**src/rtl/can_fc_pkg.sv**
```systemverilog
package can_fc_pkg;
  typedef enum logic [1:0] {
    FC_ACTIVE  = 2'b00,
    FC_PASSIVE = 2'b01,
    FC_BUSOFF  = 2'b10
  } fc_state_t;
endpackage

```
**src/rtl/can_fc_domseq.sv**
```systemverilog
// Counts dominant bits after the node's own error flag and flags the
// first one and each over-long run.
module can_fc_domseq #(
  parameter int ACT_LIM = 14,
  parameter int PAS_LIM = 8,
  parameter int RPT     = 8
) (
  input  logic clk,
  input  logic rst,
  input  logic flag_end,
  input  logic flag_passive,
  input  logic bit_tick,
  input  logic bit_dom,
  output logic first_dom,
  output logic long_dom
);
  localparam int LIM_MAX = (ACT_LIM > PAS_LIM) ? ACT_LIM : PAS_LIM;
  localparam int CW      = $clog2(LIM_MAX + 1);

  logic          armed;
  logic          seen;
  logic [CW-1:0] cnt;
  logic [CW-1:0] thr;
  logic [CW-1:0] cnt_inc;
  logic          dom_bit;

  assign cnt_inc   = cnt + CW'(1);
  assign dom_bit   = armed && bit_tick && bit_dom && !flag_end;
  assign first_dom = dom_bit && !seen;
  assign long_dom  = dom_bit && (cnt_inc == thr);

  always_ff @(posedge clk) begin
    if (rst) begin
      armed <= 1'b0;
      seen  <= 1'b0;
      cnt   <= '0;
      thr   <= CW'(ACT_LIM);
    end else if (flag_end) begin
      armed <= 1'b1;
      seen  <= 1'b0;
      cnt   <= '0;
      thr   <= flag_passive ? CW'(PAS_LIM) : CW'(ACT_LIM);
    end else if (armed && bit_tick) begin
      if (bit_dom) begin
        seen <= 1'b1;
        cnt  <= long_dom ? (thr - CW'(RPT)) : cnt_inc;
      end else begin
        armed <= 1'b0;
      end
    end
  end

  AST_DOM_NO_EARLY: assert property (@(posedge clk) disable iff (rst)
    flag_end |=> !long_dom);
endmodule

```
**src/rtl/can_fc_tec.sv**
```systemverilog
// Transmit error counter: stepped penalties, single decrement, saturation.
module can_fc_tec #(
  parameter int TEC_W = 9,
  parameter int STEP  = 8
) (
  input  logic             clk,
  input  logic             rst,
  input  logic             hold,
  input  logic             clr,
  input  logic [1:0]       n_inc,
  input  logic             dec,
  output logic [TEC_W-1:0] tec_d,
  output logic [TEC_W-1:0] tec_q
);
  localparam logic [TEC_W:0] CAP = {1'b0, {TEC_W{1'b1}}};

  logic [TEC_W-1:0] add_amt;
  logic [TEC_W:0]   wide;

  assign add_amt = TEC_W'(n_inc) * TEC_W'(STEP);
  assign wide    = {1'b0, tec_q} + {1'b0, add_amt};

  always_comb begin
    if (clr)                      tec_d = '0;
    else if (hold)                tec_d = tec_q;
    else if (n_inc != 2'd0)       tec_d = (wide > CAP) ? CAP[TEC_W-1:0] : wide[TEC_W-1:0];
    else if (dec && tec_q != '0)  tec_d = tec_q - TEC_W'(1);
    else                          tec_d = tec_q;
  end

  always_ff @(posedge clk) begin
    if (rst) tec_q <= '0;
    else     tec_q <= tec_d;
  end

  AST_TEC_DEC_ONE: assert property (@(posedge clk) disable iff (rst)
    (!clr && !hold && n_inc == 2'd0 && dec && tec_q != '0)
      |=> tec_q == $past(tec_q) - TEC_W'(1));
  AST_TEC_STEP: assert property (@(posedge clk) disable iff (rst)
    (!clr && !hold && n_inc == 2'd1 && tec_q < TEC_W'(2**(TEC_W-1)))
      |=> tec_q == $past(tec_q) + TEC_W'(STEP));
endmodule

```
**src/rtl/can_fc_rec.sv**
```systemverilog
// Receive error counter: +1 / +STEP penalties, saturation, reload rule.
module can_fc_rec #(
  parameter int REC_W    = 8,
  parameter int STEP     = 8,
  parameter int PASS_LIM = 128,
  parameter int RELOAD   = 127
) (
  input  logic             clk,
  input  logic             rst,
  input  logic             hold,
  input  logic             clr,
  input  logic             inc_one,
  input  logic [1:0]       n_big,
  input  logic             ok,
  output logic [REC_W-1:0] rec_d,
  output logic [REC_W-1:0] rec_q
);
  localparam logic [REC_W:0]   CAP    = {1'b0, {REC_W{1'b1}}};
  localparam logic [REC_W-1:0] LIM    = REC_W'(PASS_LIM);
  localparam logic [REC_W-1:0] RELV   = REC_W'(RELOAD);

  logic [REC_W:0] wide;
  logic           any_inc;

  assign any_inc = inc_one || (n_big != 2'd0);
  assign wide    = {1'b0, rec_q} + (REC_W+1)'(inc_one)
                 + (REC_W+1)'(n_big) * (REC_W+1)'(STEP);

  always_comb begin
    if (clr)               rec_d = '0;
    else if (hold)         rec_d = rec_q;
    else if (any_inc)      rec_d = (wide > CAP) ? CAP[REC_W-1:0] : wide[REC_W-1:0];
    else if (ok) begin
      if (rec_q >= LIM)        rec_d = RELV;
      else if (rec_q != '0)    rec_d = rec_q - REC_W'(1);
      else                     rec_d = rec_q;
    end
    else                   rec_d = rec_q;
  end

  always_ff @(posedge clk) begin
    if (rst) rec_q <= '0;
    else     rec_q <= rec_d;
  end

  AST_REC_NO_WRAP: assert property (@(posedge clk) disable iff (rst)
    (!clr && !hold && !ok) |=> rec_q >= $past(rec_q));
  AST_REC_RELOAD: assert property (@(posedge clk) disable iff (rst)
    (!clr && !hold && ok && !any_inc && rec_q >= LIM) |=> rec_q == RELV);
endmodule

```
**src/rtl/can_fc_recover.sv**
```systemverilog
// Counts eleven-recessive detections while bus-off.
module can_fc_recover #(
  parameter int N = 128
) (
  input  logic clk,
  input  logic rst,
  input  logic busoff,
  input  logic idle11,
  output logic done
);
  localparam int CW = $clog2(N);

  logic [CW-1:0] cnt;

  assign done = busoff && idle11 && (cnt == CW'(N - 1));

  always_ff @(posedge clk) begin
    if (rst || !busoff) cnt <= '0;
    else if (idle11)    cnt <= done ? '0 : cnt + CW'(1);
  end

  AST_RECOVER_RESTART: assert property (@(posedge clk) disable iff (rst)
    !busoff |=> !done);
endmodule

```
**src/rtl/can_fault_confine.sv**
```systemverilog
module can_fault_confine
  import can_fc_pkg::*;
#(
  parameter int TEC_W       = 9,
  parameter int REC_W       = 8,
  parameter int STEP        = 8,
  parameter int PASS_LIM    = 128,
  parameter int BUSOFF_LIM  = 256,
  parameter int WARN_LIM    = 96,
  parameter int REC_RELOAD  = 127,
  parameter int RECOVER_N   = 128,
  parameter int ACT_DOM_LIM = 14,
  parameter int PAS_DOM_LIM = 8,
  parameter int DOM_RPT     = 8
) (
  input  logic             clk,
  input  logic             rst,
  input  logic             node_is_tx,
  input  logic             ev_rx_err,
  input  logic             ev_tx_flag,
  input  logic             ev_tx_exempt,
  input  logic             ev_flag_bit_err,
  input  logic             ev_flag_end,
  input  logic             bit_tick,
  input  logic             bit_dom,
  input  logic             ev_tx_ok,
  input  logic             ev_rx_ok,
  input  logic             ev_idle11,
  output logic [TEC_W-1:0] tec,
  output logic [REC_W-1:0] rec,
  output logic [1:0]       fault_state,
  output logic             flag_passive,
  output logic             tx_inhibit,
  output logic             warn
);
  localparam logic [TEC_W-1:0] TEC_OFF  = TEC_W'(BUSOFF_LIM);
  localparam logic [TEC_W-1:0] TEC_PASS = TEC_W'(PASS_LIM);
  localparam logic [REC_W-1:0] REC_PASS = REC_W'(PASS_LIM);
  localparam logic [TEC_W-1:0] TEC_WARN = TEC_W'(WARN_LIM);
  localparam logic [REC_W-1:0] REC_WARN = REC_W'(WARN_LIM);

  fc_state_t        st_q, st_d;
  logic             busoff;
  logic             rcv_done;
  logic             first_dom, long_dom;
  logic [1:0]       tec_n, rec_n;
  logic [TEC_W-1:0] tec_d;
  logic [REC_W-1:0] rec_d;

  assign busoff = (st_q == FC_BUSOFF);

  can_fc_domseq #(
    .ACT_LIM(ACT_DOM_LIM), .PAS_LIM(PAS_DOM_LIM), .RPT(DOM_RPT)
  ) u_domseq (
    .clk(clk), .rst(rst),
    .flag_end(ev_flag_end), .flag_passive(flag_passive),
    .bit_tick(bit_tick), .bit_dom(bit_dom),
    .first_dom(first_dom), .long_dom(long_dom)
  );

  // penalty counts of STEP for each counter
  assign tec_n = 2'(ev_tx_flag && !ev_tx_exempt)
               + 2'(ev_flag_bit_err && node_is_tx)
               + 2'(long_dom && node_is_tx);
  assign rec_n = 2'(first_dom && !node_is_tx)
               + 2'(long_dom && !node_is_tx);

  can_fc_tec #(.TEC_W(TEC_W), .STEP(STEP)) u_tec (
    .clk(clk), .rst(rst), .hold(busoff), .clr(rcv_done),
    .n_inc(tec_n), .dec(ev_tx_ok), .tec_d(tec_d), .tec_q(tec)
  );

  can_fc_rec #(
    .REC_W(REC_W), .STEP(STEP), .PASS_LIM(PASS_LIM), .RELOAD(REC_RELOAD)
  ) u_rec (
    .clk(clk), .rst(rst), .hold(busoff), .clr(rcv_done),
    .inc_one(ev_rx_err), .n_big(rec_n), .ok(ev_rx_ok),
    .rec_d(rec_d), .rec_q(rec)
  );

  can_fc_recover #(.N(RECOVER_N)) u_recover (
    .clk(clk), .rst(rst), .busoff(busoff), .idle11(ev_idle11), .done(rcv_done)
  );

  always_comb begin
    if (rcv_done)                                st_d = FC_ACTIVE;
    else if (busoff || tec_d >= TEC_OFF)         st_d = FC_BUSOFF;
    else if (tec_d >= TEC_PASS || rec_d >= REC_PASS) st_d = FC_PASSIVE;
    else                                         st_d = FC_ACTIVE;
  end

  always_ff @(posedge clk) begin
    if (rst) begin
      st_q         <= FC_ACTIVE;
      flag_passive <= 1'b0;
      tx_inhibit   <= 1'b0;
      warn         <= 1'b0;
    end else begin
      st_q         <= st_d;
      flag_passive <= (st_d == FC_PASSIVE);
      tx_inhibit   <= (st_d == FC_BUSOFF);
      warn         <= (tec_d > TEC_WARN) || (rec_d > REC_WARN);
    end
  end

  assign fault_state = st_q;

  AST_BUSOFF_INHIBIT: assert property (@(posedge clk) disable iff (rst)
    (fault_state == FC_BUSOFF) |-> tx_inhibit);
  AST_BUSOFF_FREEZE: assert property (@(posedge clk) disable iff (rst)
    (fault_state == FC_BUSOFF && !rcv_done) |=> $stable(tec) && $stable(rec));
  AST_PASSIVE_LEVEL: assert property (@(posedge clk) disable iff (rst)
    (fault_state == FC_PASSIVE) |-> (tec >= TEC_PASS || rec >= REC_PASS));
  AST_WARN_QUIET: assert property (@(posedge clk) disable iff (rst)
    (tec <= TEC_WARN && rec <= REC_WARN) |-> !warn);
endmodule

```
**config.mk**
```make
export PLATFORM = sky130hd
export DESIGN_NAME = can_fault_confine
export DESIGN_NICKNAME = d
export VERILOG_FILES = /design/src/rtl/can_fc_pkg.sv /design/src/rtl/can_fc_domseq.sv /design/src/rtl/can_fc_tec.sv /design/src/rtl/can_fc_rec.sv /design/src/rtl/can_fc_recover.sv /design/src/rtl/can_fault_confine.sv
export SDC_FILE = /design/constraint.sdc
export NUM_CORES = 1
export LEC_CHECK = 0
export CORE_ASPECT_RATIO = 0.5
export CORE_MARGIN = 5
export CORE_UTILIZATION = 40
export DETAILED_ROUTE_END_ITERATION = 16
export DONT_BUFFER_PORTS = 1
export PLACE_DENSITY = 0.61
export RECOVER_POWER = 50
export SLEW_MARGIN = 20
export SYNTH_ARGS = -nofsm -noshare
export SYNTH_HDL_FRONTEND = slang
export SYNTH_HIERARCHICAL = 1
export SYNTH_SLANG_ARGS = --single-unit
```
**constraint.sdc**
```tcl
create_clock -name clk -period 5.85 [get_ports clk]
set_input_delay 1.17 -clock clk [delete_from_list [all_inputs] [get_ports clk]]
set_output_delay 1.17 -clock clk [all_outputs]
set_load 0.02 [all_outputs]
```
==> qor.yml, run 1 <==
status:
  status: "finished clean"
place:
  placed_cell_area_um2: 2830
  dp_hpwl_um: 5530
  post-place-ws_ns: 0.864
  port_buffers: 0
  gp_congestion: 0.966
synthesis:
  synthArstFlopShare_pct: 0
  syn_nets: 380
  synthAdderAreaFrac_pct: 6.84
  synth_top_family_by_area: "simple AND/OR/NAND/NOR gates"
  syn_inst: 353
  syn_area_per_cell_um2: 7.88
  synthSimpleGateAreaFrac_pct: 36.1
  ys.flop_type: "dfxtp_1"
  synth_edf_count: 0
  ys_ff_latch: 36
  yosys.area_share.xor_xnor_pct: 3.69
  syn_area_um2: 2780
  yosysUniqueCellTypes: 72
  ys_warn_count: 6
  synth_compound_area_share_pct: 21.1
  synth.mux.area_fraction_pct: 1.48
  seq_area_frac_synth_pct: 25.9
worst_setup_path:
  cp_num_cells: 14
  worstPathArrival_ns: 4.99
  critPathTopFamily: "simple AND/OR/NAND/NOR gates"
  crit_required_ns: 6.01
  cp_max_fo: 8
  r2r_cells: 15
  crit_buf_inv: 0
  cp_slowest_cell: "or4_1"
  max_stage_delay_ns: 0.55
  path_cells: "nand4b_1 > nor4b_1 > nor2b_1 > and2_1 > fa_1 > ha_1 > fa_1 > nand2_1 > nor3_1 > a221oi_1 > nor3b_1 > or4_1 > o2111ai_1 > o211ai_1"
  end_kind: "flop"
  critPathKind: "primary input to flop"
  cp-start-kind: "primary input"
  cpMostUsedCell: "fa_1"
global_route:
  grt_pass1_wl_um: 12000
  antenna_found_initial: 0
  grtUsageTotal_pct: 16.8
  grt_overflow: 0
  grt_max_degree: 27
  grt_pass1_vias: 2416
floorplan:
  fp.dieH_um: 69.0
  die_w_um: 128
  start_util_pct: 41.4
  core_area_um2: 6730
  die-area_um2: 8820
  row_count: 21
  ios: 35
timing:
  min_period_over_period_pct: 82.6
  hold_violations: 0
  hold_slack_ns: 0.461
  period_needed_ns: 4.83
  fmax_mhz: 207
  setup_violations: 0
  finClkSkew_ns: 0.00324
  tns_ns: 0
  worst-slew-pin-transition_ns: 0.994
  setup_ws_ns: 1.02
  rsz0062_at_grt: "no"
  finalMaxSlewViolations: 0
  max-slew-margin-rel_pct: 33.6
final_layout:
  layout.nets: 369
  fin_area_um2: 2960
  final_cell_mix: "nor2_1 (39), dfxtp_1 (36), nor3_1 (32)"
  fillCellCount: 675
  area_delta_synth_final_pct: 6.43
  drive_gt1_share_pct: 8.45
  diodes: 0
  final_common_cell: "nor2_1"
clock_network:
  htree_levels: 2
  cts_buffers: 5
  cts.sinks: 36
  postCtsHoldBufs: 0
  clkTransAtPathRegs_ns: 0.06
  ctsResizeCount: 0
  cts_tree: "done"
  clock_path_buffers: 2
  root_buffer: "clkbuf_16"
  cts_setup_buffers: 0
  clk_latency_ns: 0.28
drt:
  avgViaCountPerCell: 6.31
  routedWlPerCell_um: 17.4
  num_vias: 2743
  routed_wl_um: 7590
  drt_pass1_iterations: 5
  drt-initial-drc-count: 513
  ant_nets: 0
  drc: 0
pwr:
  peakVddDrop_v: 0.000135
  p_leak_nw: 1.06
  p_per_area_nw_per_um2: 401
  power.total_mw: 1.19
job:
  timing.max_cap.violations: 0
worst_hold_path:
  hold_class: "flop to flop"
  worstHoldPathCells: 2
metal layers:
metal	up-vias	share of wire (%)	GRT usage, %
met5	-	0	0
met4	0	0.78	3.70
met3	10	11	5.23
met2	160	45	27.7
met1	1264	43	21.8
li1	1309	-	-
where the power goes:
group / internal, mW / switching, mW
Sequential: 0.287 / 0.146
Combinational: 0.209 / 0.276
Clock: 0.170 / 0.100
Total: 0.666 / 0.523
final timing paths:
kind,from,to,slack (ns)
setup / recovery,ev_flag_end,warn$_SDFF_PP0_,1.02
setup reg to reg,u_domseq/cnt[0]$_SDFFE_PP0N_,warn$_SDFF_PP0_,1.31
hold reg to reg,u_domseq/seen$_SDFFE_PP0N_,u_domseq/seen$_SDFFE_PP0N_,0.46
hold / removal,u_domseq/seen$_SDFFE_PP0N_,u_domseq/seen$_SDFFE_PP0N_,0.46
worst register-to-register path, delay by kind of cell, from the launching register on:
family,cells,cell delay (ns)
and+or+nand+nor,7,1.66
adders and majority gates,4,1.44
AOI/OAI and AO/OA,3,0.69
DFF,1,0.39
xor gates and xnor gates,1,0.24
cells by family (layout without fill, tap and decap cells):
| kind of cell | after synthesis | count (layout) |
|---|---|---|
| compound gates | 80 | 80 |
| xor+xnor | 10 | 10 |
| fa+ha+maj | 14 | 14 |
| buf+inv | 31 | 21 |
| flops | 36 | 36 |
| mux | 4 | 4 |
| simple gates | 178 | 178 |
area by class of cell:
type | count | area (um2) | area share, %
inverter | 11 | 41.3 | 1.39
tap | 92 | 115 | 3.89
sequential | 36 | 721 | 24.3
clock inverter | 1 | 7.51 | 0.254
multi-input combinational | 286 | 1920 | 64.8
clock buffer | 7 | 143 | 4.82
timing repair buffer | 2 | 15.0 | 0.507
synthesized netlist by cell type, types with 8 or more instances:
| master | number | area share (%) |
|---|---|---|
| a21oi_1 | 19 | 3.4 |
| clkbuf_1 | 9 | 1.2 |
| dfxtp_1 | 36 | 26 |
| ha_1 | 12 | 5.4 |
| inv_1 | 11 | 1.5 |
| nand2_1 | 23 | 3.1 |
| nand3_1 | 11 | 2.0 |
| nor2_1 | 39 | 5.3 |
| nor2b_1 | 8 | 1.8 |
| nor3_1 | 33 | 5.9 |
| nor4_1 | 11 | 2.5 |
flip-flops by register name, indices dropped and copies added, names as in the netlist:
register and flops:
u_tec/tec_q 9, u_rec/rec_q 8, u_recover/cnt 7, u_domseq/cnt 4, fault_state 2, flag_passive 1
tx_inhibit 1, u_domseq/armed 1, u_domseq/seen 1, u_domseq/thr 1, warn 1
through the flow:
stage               cells  util (%)
floorplan             353         -
CTS                   435      44.3
global route          435      44.0
global placement      427      42.0
detailed placement    427      42.0
finish                435      44.0
Power figures use the tool's default switching activity.
==> inputs of run 2 (changes only) <==
Settings changed: ABC_AREA set to 1.
Clock period 5.85 ns to 4.9 ns, I/O delays scaled along.
==> run 2 against run 1 <==
  * First-iteration DRC count fell by 65%
  * Via count up 2.8%
  * Cell count up 35%
  * Utilization fell by 0.11 points
  * Synthesized area up 10%
  * Non-clock buffer count decreased by 1
  * Clock skew is 0.0012 ns higher
  * Critical path type unchanged
  * Largest cell class unchanged
  * Largest power group unchanged
  * Highest routed layer unchanged
==> qor.yml, run 2 <==
status:
  status: "finished clean"
floorplan:
  row_count: 22  # +4.8%
  start_util_pct: 41.4  # +0.049 points
  die_w_um: 134  # +4.6%
  core_area_um2: 7400  # +10%
  die-area_um2: 9620  # +9.0%
  fp.dieH_um: 71.9  # +4.3%
  ios: 35  # unchanged
worst_setup_path:
  crit_required_ns: 5.08  # -0.93 ns
  reg2reg_slack_ns: 1.13  # -0.18 ns
  critPathTopFamily: "simple AND/OR/NAND/NOR gates"
  cp_max_fo: 5  # -3
  cp-start-kind: "primary input"
  cp-startpoint: "bit_tick"
  cp_slowest_cell: "fa_1"
  end_kind: "flop"
  critPathKind: "primary input to flop"
  max_stage_delay_ns: 0.48  # -0.07 ns
  r2r_cells: 24  # +9
  crit_buf_inv: 3  # +3
  cpMostUsedCell: "nand2_1"
  path_cells: "nand3_1 > nor2_1 > nand2_1 > nor3_1 > nand2_1 > inv_1 > fa_1 > ha_1 > fa_1 > nand4_2 > o21ai_2 > or2_2 > nand2_1 > nand2_1 > nand2_1 > inv_1 > nor2_1 > nand3_1 > nand2_1 > nand3_1 > nand2_1 > inv_1"
  r2r_start: "u_domseq/cnt[0]$_SDFFE_PP0N_"
  worstPathArrival_ns: 3.95  # -1.04 ns
  timing.rr.end: "warn$_SDFF_PP0_"
drt:
  avgViaCountPerCell: 4.81  # -24%
  routed_wl_um: 7190  # -5.3%
  drt_pass1_iterations: 4  # -1
  drc: 0  # unchanged
  ant_nets: 0  # unchanged
  routedWlPerCell_um: 12.3  # -30%
  drt-initial-drc-count: 179  # -65%
  num_vias: 2819  # +2.8%
timing:
  finalMaxSlewViolations: 0  # unchanged
  fmax_mhz: 265
  max-slew-margin-rel_pct: 38.3  # +4.7 points
  period_needed_ns: 3.78
  min_period_over_period_pct: 77.0
  finClkSkew_ns: 0.00441  # +0.00117 ns
  rsz0062_at_grt: "no"
  setup_ws_ns: 1.12  # +0.106 ns
  hold_slack_ns: 0.478  # +0.0169 ns
  worst-slew-pin-transition_ns: 0.925  # -0.0686 ns
  tns_ns: 0  # unchanged
  setup_violations: 0  # unchanged
  hold_violations: 0  # unchanged
synthesis:
  synth_most_common_cell: "nand2_1"
  syn_area_per_cell_um2: 6.23  # -21%
  synth_edf_count: 0  # unchanged
  synth_top_area_cell: "dfxtp_1"
  synthArstFlopShare_pct: 0  # unchanged
  ys.flop_type: "dfxtp_1"
  syn_nets: 519  # +37%
  synth_top_area_share_pct: 23.5  # -2.4 points
  syn_inst: 492  # +39%
  yosysUniqueCellTypes: 47  # -35%
  ys_warn_count: 6  # unchanged
  synth_area_leaders: "dfxtp_1 (24%), nand2_1 (19%), inv_1 (8.0%)"
  syn_area_um2: 3070  # +10%
  seq_area_frac_synth_pct: 23.5  # -2.4 points
  ys_ff_latch: 36  # unchanged
  ys_top_cells_by_count: "nand2_1 (157), inv_1 (65), nor2_1 (60)"
clock_network:
  clock_path_buffers: 2  # unchanged
  clk_latency_ns: 0.28  # about the same
  postCtsHoldBufs: 0  # unchanged
  root_buffer: "clkbuf_16"
  cts.sinks: 36  # unchanged
  clkTransAtPathRegs_ns: 0.06  # about the same
  ctsResizeCount: 0  # unchanged
  htree_levels: 2  # unchanged
  cts_tree: "done"
  cts_setup_buffers: 0  # unchanged
  cts_buffers: 5  # unchanged
pwr:
  peakVddDrop_v: 0.000235  # +74%
  p_per_area_nw_per_um2: 605  # +51%
  p_leak_nw: 1.66  # +57%
  power.total_mw: 1.97  # +65%
worst_hold_path:
  min-delay-start: "u_domseq/armed$_SDFFE_PP0P_"
  hold_class: "flop to flop"
  min_to: "u_domseq/armed$_SDFFE_PP0P_"
  worstHoldPathCells: 2  # unchanged
place:
  port_buffers: 0  # unchanged
  placed_cell_area_um2: 3110  # +10%
  gp_congestion: 0.886  # -8.3%
  post-place-ws_ns: 0.846  # -0.0189 ns
  dp_hpwl_um: 5540  # +0.10%
global_route:
  grt_max_degree: 24  # -11%
  antenna_found_initial: 0  # unchanged
  grt_overflow: 0  # unchanged
  grtUsageTotal_pct: 15.6  # -1.1 points
  grt_pass1_vias: 2613  # +8.2%
  grt_pass1_wl_um: 12600  # +5.1%
final_layout:
  top_register: "u_tec/tec_q"
  diodes: 0  # unchanged
  fin_area_um2: 3250  # +9.8%
  reg.largest.list: "u_tec/tec_q: 9 flops, u_rec/rec_q: 8 flops, u_recover/cnt: 7 flops"
  area_delta_synth_final_pct: 6.04
  final_common_cell: "nand2_1"
  layout.nets: 516  # +40%
  drive_gt1_share_pct: 11.0  # +2.6 points
  final_cell_mix: "nand2_1 (158), inv_1 (65), nor2_1 (61)"
  largest_register_ffs: 9  # unchanged
job:
  timing.max_cap.violations: 0  # unchanged
-- run 2: cell types whose count changed in the layout (fill, tap and decap cells not counted), moves of 6 or more --
| cell | change |
|---|---|
| a211oi_1 | -6 |
| nor3_1 | -29 |
| nor2_1 | +22 |
| nand2_1 | +135 |
| nand2_2 | +8 |
| nand3_1 | +16 |
| nor2_4 | +6 |
| inv_1 | +54 |
| nand3b_1 | +8 |
| nand2b_1 | -7 |
| nor4_1 | -9 |
| nor2b_1 | -8 |
-- run 2: layout make-up --
| class | instances | area (um2) |
|---|---|---|
| well taps | 96 | 120 |
| repair buffers | 1 | 3.75 |
| clock inverters | 1 | 7.51 |
| inverters | 72 | 272 |
| clock buffers | 7 | 143 |
| flip-flops and latches | 36 | 721 |
| fillers | 773 | 4150 |
| multi-input cells | 373 | 1980 |
-- run 2: through the flow --
stage          utilization, %  std cells
6_report                 43.9        586
5_1_grt                  43.9        586
4_1_cts                  44.0        586
3_5_place_dp             42.0        578
3_3_place_gp             42.0        578
2_1_floorplan               -        492
-- run 2: metal layers --
metal  vias to the layer above  share of wire, %  track usage, %
met2                        51                45            25.9
met1                      1229                49            20.4
met3                         9               5.1            3.12
met4                         0               1.3            5.93
li1                       1530                 -               -
met5                         -                 0               0
-- run 2: power by group --
group,internal (mW),switching (mW),leakage [nW],total (mW)
Combinational,0.376,0.624,1.30,0.999
Sequential,0.376,0.270,0.297,0.646
Clock,0.202,0.117,0.0701,0.320
-- run 2: worst max-delay path by stage --
stage | slack [ns] | endpoint | cells past startpoint
finish | 1.12 | warn$_SDFF_PP0_ | 22
global route | 0.76 | warn$_SDFF_PP0_ | 24
CTS | 1.12 | warn$_SDFF_PP0_ | 22
detailed placement | 0.85 | warn$_SDFF_PP0_ | 22
global placement | 0.91 | warn$_SDFF_PP0_ | 22
floorplan | 1.07 | warn$_SDFF_PP0_ | 22
-- run 2: worst register-to-register path: cells and delay by family (launching register included) --
family | cells | cell delay, ns
AOI/OAI and AO/OA | 1 | 0.09
adders and majority gates | 4 | 1.46
buffers and inverters | 3 | 0.14
DFF | 1 | 0.42
and+or+nand+nor | 16 | 1.55
-- run 2: logic make-up after synthesis --
kind of cell	after synthesis	synth area share [%]
compound gates	45	8.94
xor+xnor	9	2.57
fa+ha+maj	14	6.20
buf+inv	83	11.6
flops	36	23.5
simple gates	305	47.2
